`src/rtl/ppio_pkg.sv`:
```
package ppio_pkg;

    localparam int DW   = 8;
    localparam int IDXW = $clog2(DW);

    typedef enum logic [1:0] {
        SEL_A   = 2'd0,
        SEL_B   = 2'd1,
        SEL_C   = 2'd2,
        SEL_CTL = 2'd3
    } sel_e;

    // 1 = section is input
    typedef struct packed {
        logic a_in;
        logic chi_in;
        logic b_in;
        logic clo_in;
    } dir_t;

    typedef struct packed {
        logic wr_a;
        logic wr_b;
        logic wr_c;
        logic ld_mode;
        logic ld_bit;
    } act_t;

    localparam logic [6:0] CW_RESET = 7'h1B;

    function automatic dir_t dir_of(input logic [6:0] cw);
        dir_t d;
        d.a_in   = cw[4];
        d.chi_in = cw[3];
        d.b_in   = cw[1];
        d.clo_in = cw[0];
        return d;
    endfunction

    function automatic logic [DW-1:0] bit_cmd(input logic [DW-1:0] cur,
                                              input logic [IDXW-1:0] idx,
                                              input logic val);
        logic [DW-1:0] r;
        r      = cur;
        r[idx] = val;
        return r;
    endfunction

endpackage

```
`src/rtl/ppio_sync.sv`:
```
module ppio_sync #(
    parameter int W      = 8,
    parameter int STAGES = 2
) (
    input  logic         clk,
    input  logic         rst,
    input  logic [W-1:0] d,
    output logic [W-1:0] q
);
    logic [W-1:0] stg [STAGES];

    always_ff @(posedge clk) begin
        if (rst) stg[0] <= '0;
        else     stg[0] <= d;
    end

    for (genvar i = 1; i < STAGES; i++) begin : g_stage
        always_ff @(posedge clk) begin
            if (rst) stg[i] <= '0;
            else     stg[i] <= stg[i-1];
        end
    end

    assign q = stg[STAGES-1];
endmodule

```
`src/rtl/ppio_ctl.sv`:
```
module ppio_ctl
    import ppio_pkg::*;
(
    input  logic          clk,
    input  logic          rst,
    input  logic          wr_stb,
    input  sel_e          sel,
    input  logic [DW-1:0] wdata,
    output logic [6:0]    cw,
    output act_t          act
);
    logic wr_d;
    logic wr_edge;

    always_ff @(posedge clk) begin
        if (rst) wr_d <= 1'b0;
        else     wr_d <= wr_stb;
    end

    assign wr_edge = wr_stb & ~wr_d;

    always_comb begin
        act = '0;
        if (wr_edge) begin
            unique case (sel)
                SEL_A:   act.wr_a = 1'b1;
                SEL_B:   act.wr_b = 1'b1;
                SEL_C:   act.wr_c = 1'b1;
                SEL_CTL: begin
                    if (wdata[DW-1]) act.ld_mode = 1'b1;
                    else             act.ld_bit  = 1'b1;
                end
                default: act = '0;
            endcase
        end
    end

    always_ff @(posedge clk) begin
        if (rst)              cw <= CW_RESET;
        else if (act.ld_mode) cw <= wdata[6:0];
    end

    // a strobe that was already high last cycle triggers nothing
    assert_held_quiet_R9: assert property (@(posedge clk) disable iff (rst)
        (wr_stb && wr_d) |-> (act == '0));

    // bit commands leave the control word alone
    assert_cw_keep_R6: assert property (@(posedge clk) disable iff (rst)
        act.ld_bit |=> $stable(cw));

    // without a strobe edge the control word holds
    assert_cw_idle_R2: assert property (@(posedge clk) disable iff (rst)
        !wr_stb |=> $stable(cw));
endmodule

```
`src/rtl/ppio_ports.sv`:
```
module ppio_ports
    import ppio_pkg::*;
(
    input  logic          clk,
    input  logic          rst,
    input  dir_t          dir,
    input  act_t          act,
    input  logic [DW-1:0] wdata,
    input  logic [DW-1:0] pa_pin,
    input  logic [DW-1:0] pb_pin,
    input  logic [DW-1:0] pc_pin,
    output logic [DW-1:0] pa_q,
    output logic [DW-1:0] pb_q,
    output logic [DW-1:0] pc_q,
    output logic [DW-1:0] view_a,
    output logic [DW-1:0] view_b,
    output logic [DW-1:0] view_c
);
    localparam int HALF = DW / 2;

    always_ff @(posedge clk) begin
        if (rst || act.ld_mode) begin
            pa_q <= '0;
            pb_q <= '0;
            pc_q <= '0;
        end else begin
            if (act.wr_a) pa_q <= wdata;
            if (act.wr_b) pb_q <= wdata;
            if (act.wr_c)
                pc_q <= wdata;
            else if (act.ld_bit)
                pc_q <= bit_cmd(pc_q, wdata[IDXW:1], wdata[0]);
        end
    end

    assign view_a = dir.a_in ? pa_pin : pa_q;
    assign view_b = dir.b_in ? pb_pin : pb_q;

    // port C read view is chosen nibble by nibble
    for (genvar n = 0; n < 2; n++) begin : g_cnib
        logic nib_in;
        assign nib_in = (n == 0) ? dir.clo_in : dir.chi_in;
        assign view_c[n*HALF +: HALF] = nib_in ? pc_pin[n*HALF +: HALF]
                                               : pc_q[n*HALF +: HALF];
    end

    assert_mode_clear_R7: assert property (@(posedge clk) disable iff (rst)
        act.ld_mode |=> (pa_q == '0 && pb_q == '0 && pc_q == '0));

    assert_bit_only_R6: assert property (@(posedge clk) disable iff (rst)
        act.ld_bit |=> (((pc_q ^ $past(pc_q)) &
                        ~(8'b1 << $past(wdata[IDXW:1]))) == '0));

    assert_bit_value_R6: assert property (@(posedge clk) disable iff (rst)
        act.ld_bit |=> (pc_q[$past(wdata[IDXW:1])] == $past(wdata[0])));

    assert_a_hold_R1: assert property (@(posedge clk) disable iff (rst)
        !(act.wr_a || act.ld_mode) |=> $stable(pa_q));
endmodule

```
`src/rtl/ppio_ctrl.sv`:
```
module ppio_ctrl
    import ppio_pkg::*;
#(
    parameter int SYNC_STAGES = 2
) (
    input  logic         clk,
    input  logic         rst,
    input  logic         cs,
    input  logic         rd,
    input  logic         wr,
    input  logic [1:0]   addr,
    input  logic [7:0]   wdata,
    output logic [7:0]   rdata,
    input  logic [7:0]   pa_in,
    input  logic [7:0]   pb_in,
    input  logic [7:0]   pc_in,
    output logic [7:0]   pa_out,
    output logic [7:0]   pb_out,
    output logic [7:0]   pc_out,
    output logic [7:0]   pa_drive,
    output logic [7:0]   pb_drive,
    output logic [7:0]   pc_drive
);
    localparam int HALF = DW / 2;

    logic [2:0]      stb_s;
    logic [3*DW-1:0] pin_s;
    logic            cs_s, rd_s, wr_s;
    logic            rd_stb, wr_stb;
    logic [6:0]      cw;
    dir_t            dir;
    act_t            act;
    sel_e            sel;
    logic [DW-1:0]   view_a, view_b, view_c;

    ppio_sync #(.W(3), .STAGES(SYNC_STAGES)) u_stb_sync (
        .clk(clk), .rst(rst), .d({cs, rd, wr}), .q(stb_s)
    );

    ppio_sync #(.W(3*DW), .STAGES(SYNC_STAGES)) u_pin_sync (
        .clk(clk), .rst(rst), .d({pa_in, pb_in, pc_in}), .q(pin_s)
    );

    assign {cs_s, rd_s, wr_s} = stb_s;
    assign rd_stb = cs_s & rd_s;
    assign wr_stb = cs_s & wr_s;
    assign sel    = sel_e'(addr);

    ppio_ctl u_ctl (
        .clk(clk), .rst(rst), .wr_stb(wr_stb), .sel(sel),
        .wdata(wdata), .cw(cw), .act(act)
    );

    assign dir = dir_of(cw);

    ppio_ports u_ports (
        .clk(clk), .rst(rst), .dir(dir), .act(act), .wdata(wdata),
        .pa_pin(pin_s[3*DW-1 -: DW]),
        .pb_pin(pin_s[2*DW-1 -: DW]),
        .pc_pin(pin_s[DW-1 -: DW]),
        .pa_q(pa_out), .pb_q(pb_out), .pc_q(pc_out),
        .view_a(view_a), .view_b(view_b), .view_c(view_c)
    );

    always_ff @(posedge clk) begin
        if (rst || !rd_stb) begin
            rdata <= '0;
        end else begin
            unique case (sel)
                SEL_A:   rdata <= view_a;
                SEL_B:   rdata <= view_b;
                SEL_C:   rdata <= view_c;
                SEL_CTL: rdata <= {1'b1, cw};
                default: rdata <= '0;
            endcase
        end
    end

    assign pa_drive = {DW{~dir.a_in}};
    assign pb_drive = {DW{~dir.b_in}};
    assign pc_drive = {{HALF{~dir.chi_in}}, {HALF{~dir.clo_in}}};

    assert_cw_msb_R5: assert property (@(posedge clk) disable iff (rst)
        (rd_stb && sel == SEL_CTL) |=> rdata[7]);

    assert_drive_load_R4: assert property (@(posedge clk) disable iff (rst)
        act.ld_mode |=> (pa_drive == {DW{~$past(wdata[4])}} &&
                         pb_drive == {DW{~$past(wdata[1])}}));

    assert_no_cs_R2: assert property (@(posedge clk) disable iff (rst)
        !cs_s |=> (rdata == '0));
endmodule

```
`config.mk`:
```
export PLATFORM = sky130hd
export DESIGN_NAME = ppio_ctrl
export DESIGN_NICKNAME = d
export VERILOG_FILES = /design/src/rtl/ppio_pkg.sv /design/src/rtl/ppio_sync.sv /design/src/rtl/ppio_ctl.sv /design/src/rtl/ppio_ports.sv /design/src/rtl/ppio_ctrl.sv
export SDC_FILE = /design/constraint.sdc
export NUM_CORES = 1
export LEC_CHECK = 0
export BUFFER_PORTS_ARGS = -buffer_cell sky130_fd_sc_hd__buf_2
export CORE_MARGIN = 2
export CORE_UTILIZATION = 25
export DETAILED_ROUTE_END_ITERATION = 6
export GPL_TIMING_DRIVEN = 1
export MAX_ROUTING_LAYER = met4
export PLACE_DENSITY = 0.48
export RECOVER_POWER = 50
export SYNTH_ARGS = -nofsm -noshare
export SYNTH_HDL_FRONTEND = slang
export SYNTH_SLANG_ARGS = --single-unit
```
`constraint.sdc`:
```
create_clock -name clk -period 1.4 [get_ports clk]
set_clock_uncertainty 0.05 [all_clocks]
set_input_delay 0.28 -clock clk [delete_from_list [all_inputs] [get_ports clk]]
set_output_delay 0.28 -clock clk [all_outputs]
set_load 0.05 [all_outputs]
```
==> results.yml <==
outcome:
  status: "finished, violations left"
  violations: "setup timing"
clocking:
  cts_made_buffers: 9
  cts_tree: "yes"
  clk_latency_ns: 0.34
  clk_pin_slew_ns: 0.07
  clkSinkCount: 94
  cts_max_level: 3
  root_buffer: "clkbuf_16"
  clockBufferDepth: 2
sta:
  drv_slew: 0
  rsz0062_at_grt: "yes"
  fmax_ghz: 0.672
  hold_viol_final: 0
  whs_ns: 0.102
  fin_crit_ns: 1.49
  max_slew.worst_pin.slew_ns: 0.800
  period_share: 1.06
  maxSlewHeadroom: 0.466
  setup_viol: 50
  fin_ws_ns: -0.0890
die:
  core_um2: 14500
  dieHeight_um: 126
  initial_core_util: 0.256
  die_w_um: 126
  row_count: 44
  die_area_um2: 15900
  pin_count: 95
global_route:
  grt_pass1_wl_mm: 15.1
  grt_pass1_vias: 2755
  met2_usage: 0.198
  antenna_found_initial: 0
  grt.met1_usage: 0.164
  grt_max_degree: 46
  grt_use_total: 0.127
  grt_busiest_layer: "met2"
  met3_usage: 0.0319
  overflow: 0
synthesis:
  synth_cells: 354
  synth-seq-area-share: 0.506
  synth_cell_types: 40
  synth-simple-area-share: 0.180
  synth_compound_area_frac: 0.0889
  synth_top_family_by_area: "simple AND/OR/NAND/NOR gates"
  synth_xor_area_frac: 0
  ys_warn_count: 0
  syn_nets: 393
  synthAdderAreaFrac: 0
  synth_seq_cells: 94
  synthMuxAreaShare: 0.141
  avgSynthCellArea_um2: 10.5
  syn_area_um2: 3720
drt:
  routed_wl_mm: 9.90
  initialDrtViolationCount: 153
  routedWlPerCell_um: 15.2
  ant_nets: 0
  drc: 0
  viasPerCell: 4.20
  first_pass_iters: 4
  vias: 2743
pwr:
  ir_worst_vdd_mv: 0.494
  power_leakage_nw: 2.26
  cellPowerDensity_nw_per_um2: 1060
setup_path:
  cp_max_fo: 9
  rr_worst_depth: 5
  regToRegSetupSlack_ns: -0.09
  r2r_end: "u_ports.pc_q[5]$_SDFFE_PP0P_"
  critPathMaxStageDelay_ns: 0.35
  path_cells: "and4b_4 > nor2b_4 > or2_4 > buf_8 > nor3_1"
  worst_path_max_delay_cell: "dfxtp_4"
  required_ns: 1.61
  path_class: "reg -> reg"
  r2r_start: "u_stb_sync.stg[1][2]$_SDFF_PP0_"
  start_kind: "flop"
  worstPathArrival_ns: 1.70
  end_kind: "flop"
finish:
  nFillCells: 1480
  synthToLayoutAreaGrowth_pct: 42.5
  n_antenna_cell: 0
  final_core_util: 0.364
  num-nets-final: 503
  drive_above_1_share: 0.439
placed_design:
  dp_hpwl_mm: 7.55
  post-place-ws_ns: -0.148
  gp_congestion: 0.862
  portBuffers: 94
worst_hold_path:
  hold_end: "u_pin_sync.stg[0][19]$_SDFF_PP0_"
  hold_class: "in -> reg"
  hold_depth: 2
  worstHoldStart: "pa_in[3]"
job:
  cap_violations: 0
[registers in the layout (all words and copies together), names as in the netlist]
register        count
u_pin_sync.stg     48
u_stb_sync.stg      6
u_ctl.cw            7
u_ports.pa_q        8
u_ports.pc_q        8
rdata               8
u_ctl.wr_d          1
u_ports.pb_q        8
[area by class of cell]
cell class                      count  area, um2  share of cell area
Clock inverter                      6       71.3              0.0135
Sequential cell                    94       1910               0.360
Inverter                           11       55.1              0.0104
Timing Repair Buffer              143       1120               0.212
Tap cell                          184        230              0.0435
Multi-Input combinational cell    205       1680               0.318
Clock buffer                       10        229              0.0432
[report_power, final]
part	internal, mW	switching, mW
Clock	1.40	1.02
Combinational	0.198	0.210
Sequential	2.74	0.0247
[cells by family (layout without fill, tap and decap cells)]
kind of cell | count (synthesis) | count (layout)
mux | 46 | 46
buf+inv | 55 | 170
flops | 94 | 94
compound gates | 44 | 44
simple gates | 115 | 115
[placed cells by master, fill, tap and decap left out, types with 5 or more instances in the layout]
master	instances
buf_8	11
nor2_1	24
a211oi_1	5
a211o_1	6
clkbuf_16	10
dfxtp_4	6
buf_6	18
clkinvlp_4	5
a21oi_1	8
nor2b_1	58
nor2_4	5
dfxtp_1	87
buf_2	62
mux4_2	5
buf_4	37
inv_1	7
clkbuf_4	6
mux2i_1	35
[per-stage QoR]
step	setup TNS [ns]	power, mW	cells	cell area, um2
6_report	-1.86	5.59	653	5300
5_1_grt	-4.41	5.81	653	5300
4_1_cts	-1.57	5.63	651	5090
3_5_place_dp	-3.32	3.21	631	4540
3_3_place_gp	-2.90	3.21	631	4540
2_1_floorplan	-0.800	3.05	354	3850
[worst max path at each step]
stage,from,endpoint,slack (ns),depth (start not counted)
detailed placement,addr[0],u_ports.pc_q[4]$_SDFFE_PP0P_,-0.15,6
CTS,u_ctl.wr_d$_SDFF_PP0_,u_ports.pc_q[4]$_SDFFE_PP0P_,-0.07,5
global route,u_ctl.wr_d$_SDFF_PP0_,u_ports.pa_q[0]$_SDFFE_PP0P_,-0.14,6
global placement,addr[0],u_ports.pc_q[4]$_SDFFE_PP0P_,-0.15,6
finish,u_stb_sync.stg[1][2]$_SDFF_PP0_,u_ports.pc_q[5]$_SDFFE_PP0P_,-0.09,5
floorplan,u_ctl.cw[4]$_SDFFE_PP1P_,rdata[4]$_SDFF_PP0_,-0.11,4
[metal layers]
layer	part of all wire	routed length, um
met1	0.46	4600
met2	0.48	4700
met3	0.046	458
met4	0.014	136
met5	0	0
[critical path, delay by kind of cell, from the launching register on]
kind | cells | cell delay (ns)
buffers and inverters | 1 | 0.15
AND/OR/NAND/NOR | 4 | 0.86
flip-flops | 1 | 0.35
[cell usage after synthesis]
library cell,instances,area share
nand4b_1,1,0.0024
a211o_1,6,0.014
o21ba_2,4,0.011
buf_6,2,0.0061
nor3_4,1,0.0044
nor2_1,33,0.033
nor3b_1,2,0.0040
a31oi_1,2,0.0034
a22o_1,1,0.0024
clkbuf_2,1,0.0013
mux4_2,5,0.030
a2111oi_0,4,0.0094
o211ai_1,3,0.0061
nor2b_2,1,0.0024
o21ai_0,4,0.0054
o2111a_1,3,0.0091
a211oi_1,5,0.010
buf_2,6,0.0081
mux2i_1,41,0.11
a21oi_1,10,0.013
and4b_4,1,0.0037
and3b_1,1,0.0024
nor3_2,1,0.0027
nand3_1,1,0.0013
dfxtp_1,94,0.51
or2_1,1,0.0017
inv_1,11,0.011
nor2b_1,58,0.098
nand3b_1,3,0.0061
nand2_2,1,0.0017
and2_1,1,0.0017
o311ai_0,2,0.0047
nor2b_4,1,0.0037
nand2b_1,1,0.0017
nand2_1,2,0.0020
clkbuf_1,12,0.012
buf_4,22,0.044
nor3_1,4,0.0054
nand4_1,1,0.0017
buf_1,1,0.0010
[repair_timing]
item | 4_1_cts | 5_1_grt
hold buffers | 0 | 0
pin swaps | 0 | 9
setup buffers | 5 | 1
gates cloned | 0 | 1
endpoints found under the setup margin | 54 | 57
gates resized for setup | 74 | 47
(Power assumes the default switching activity.)
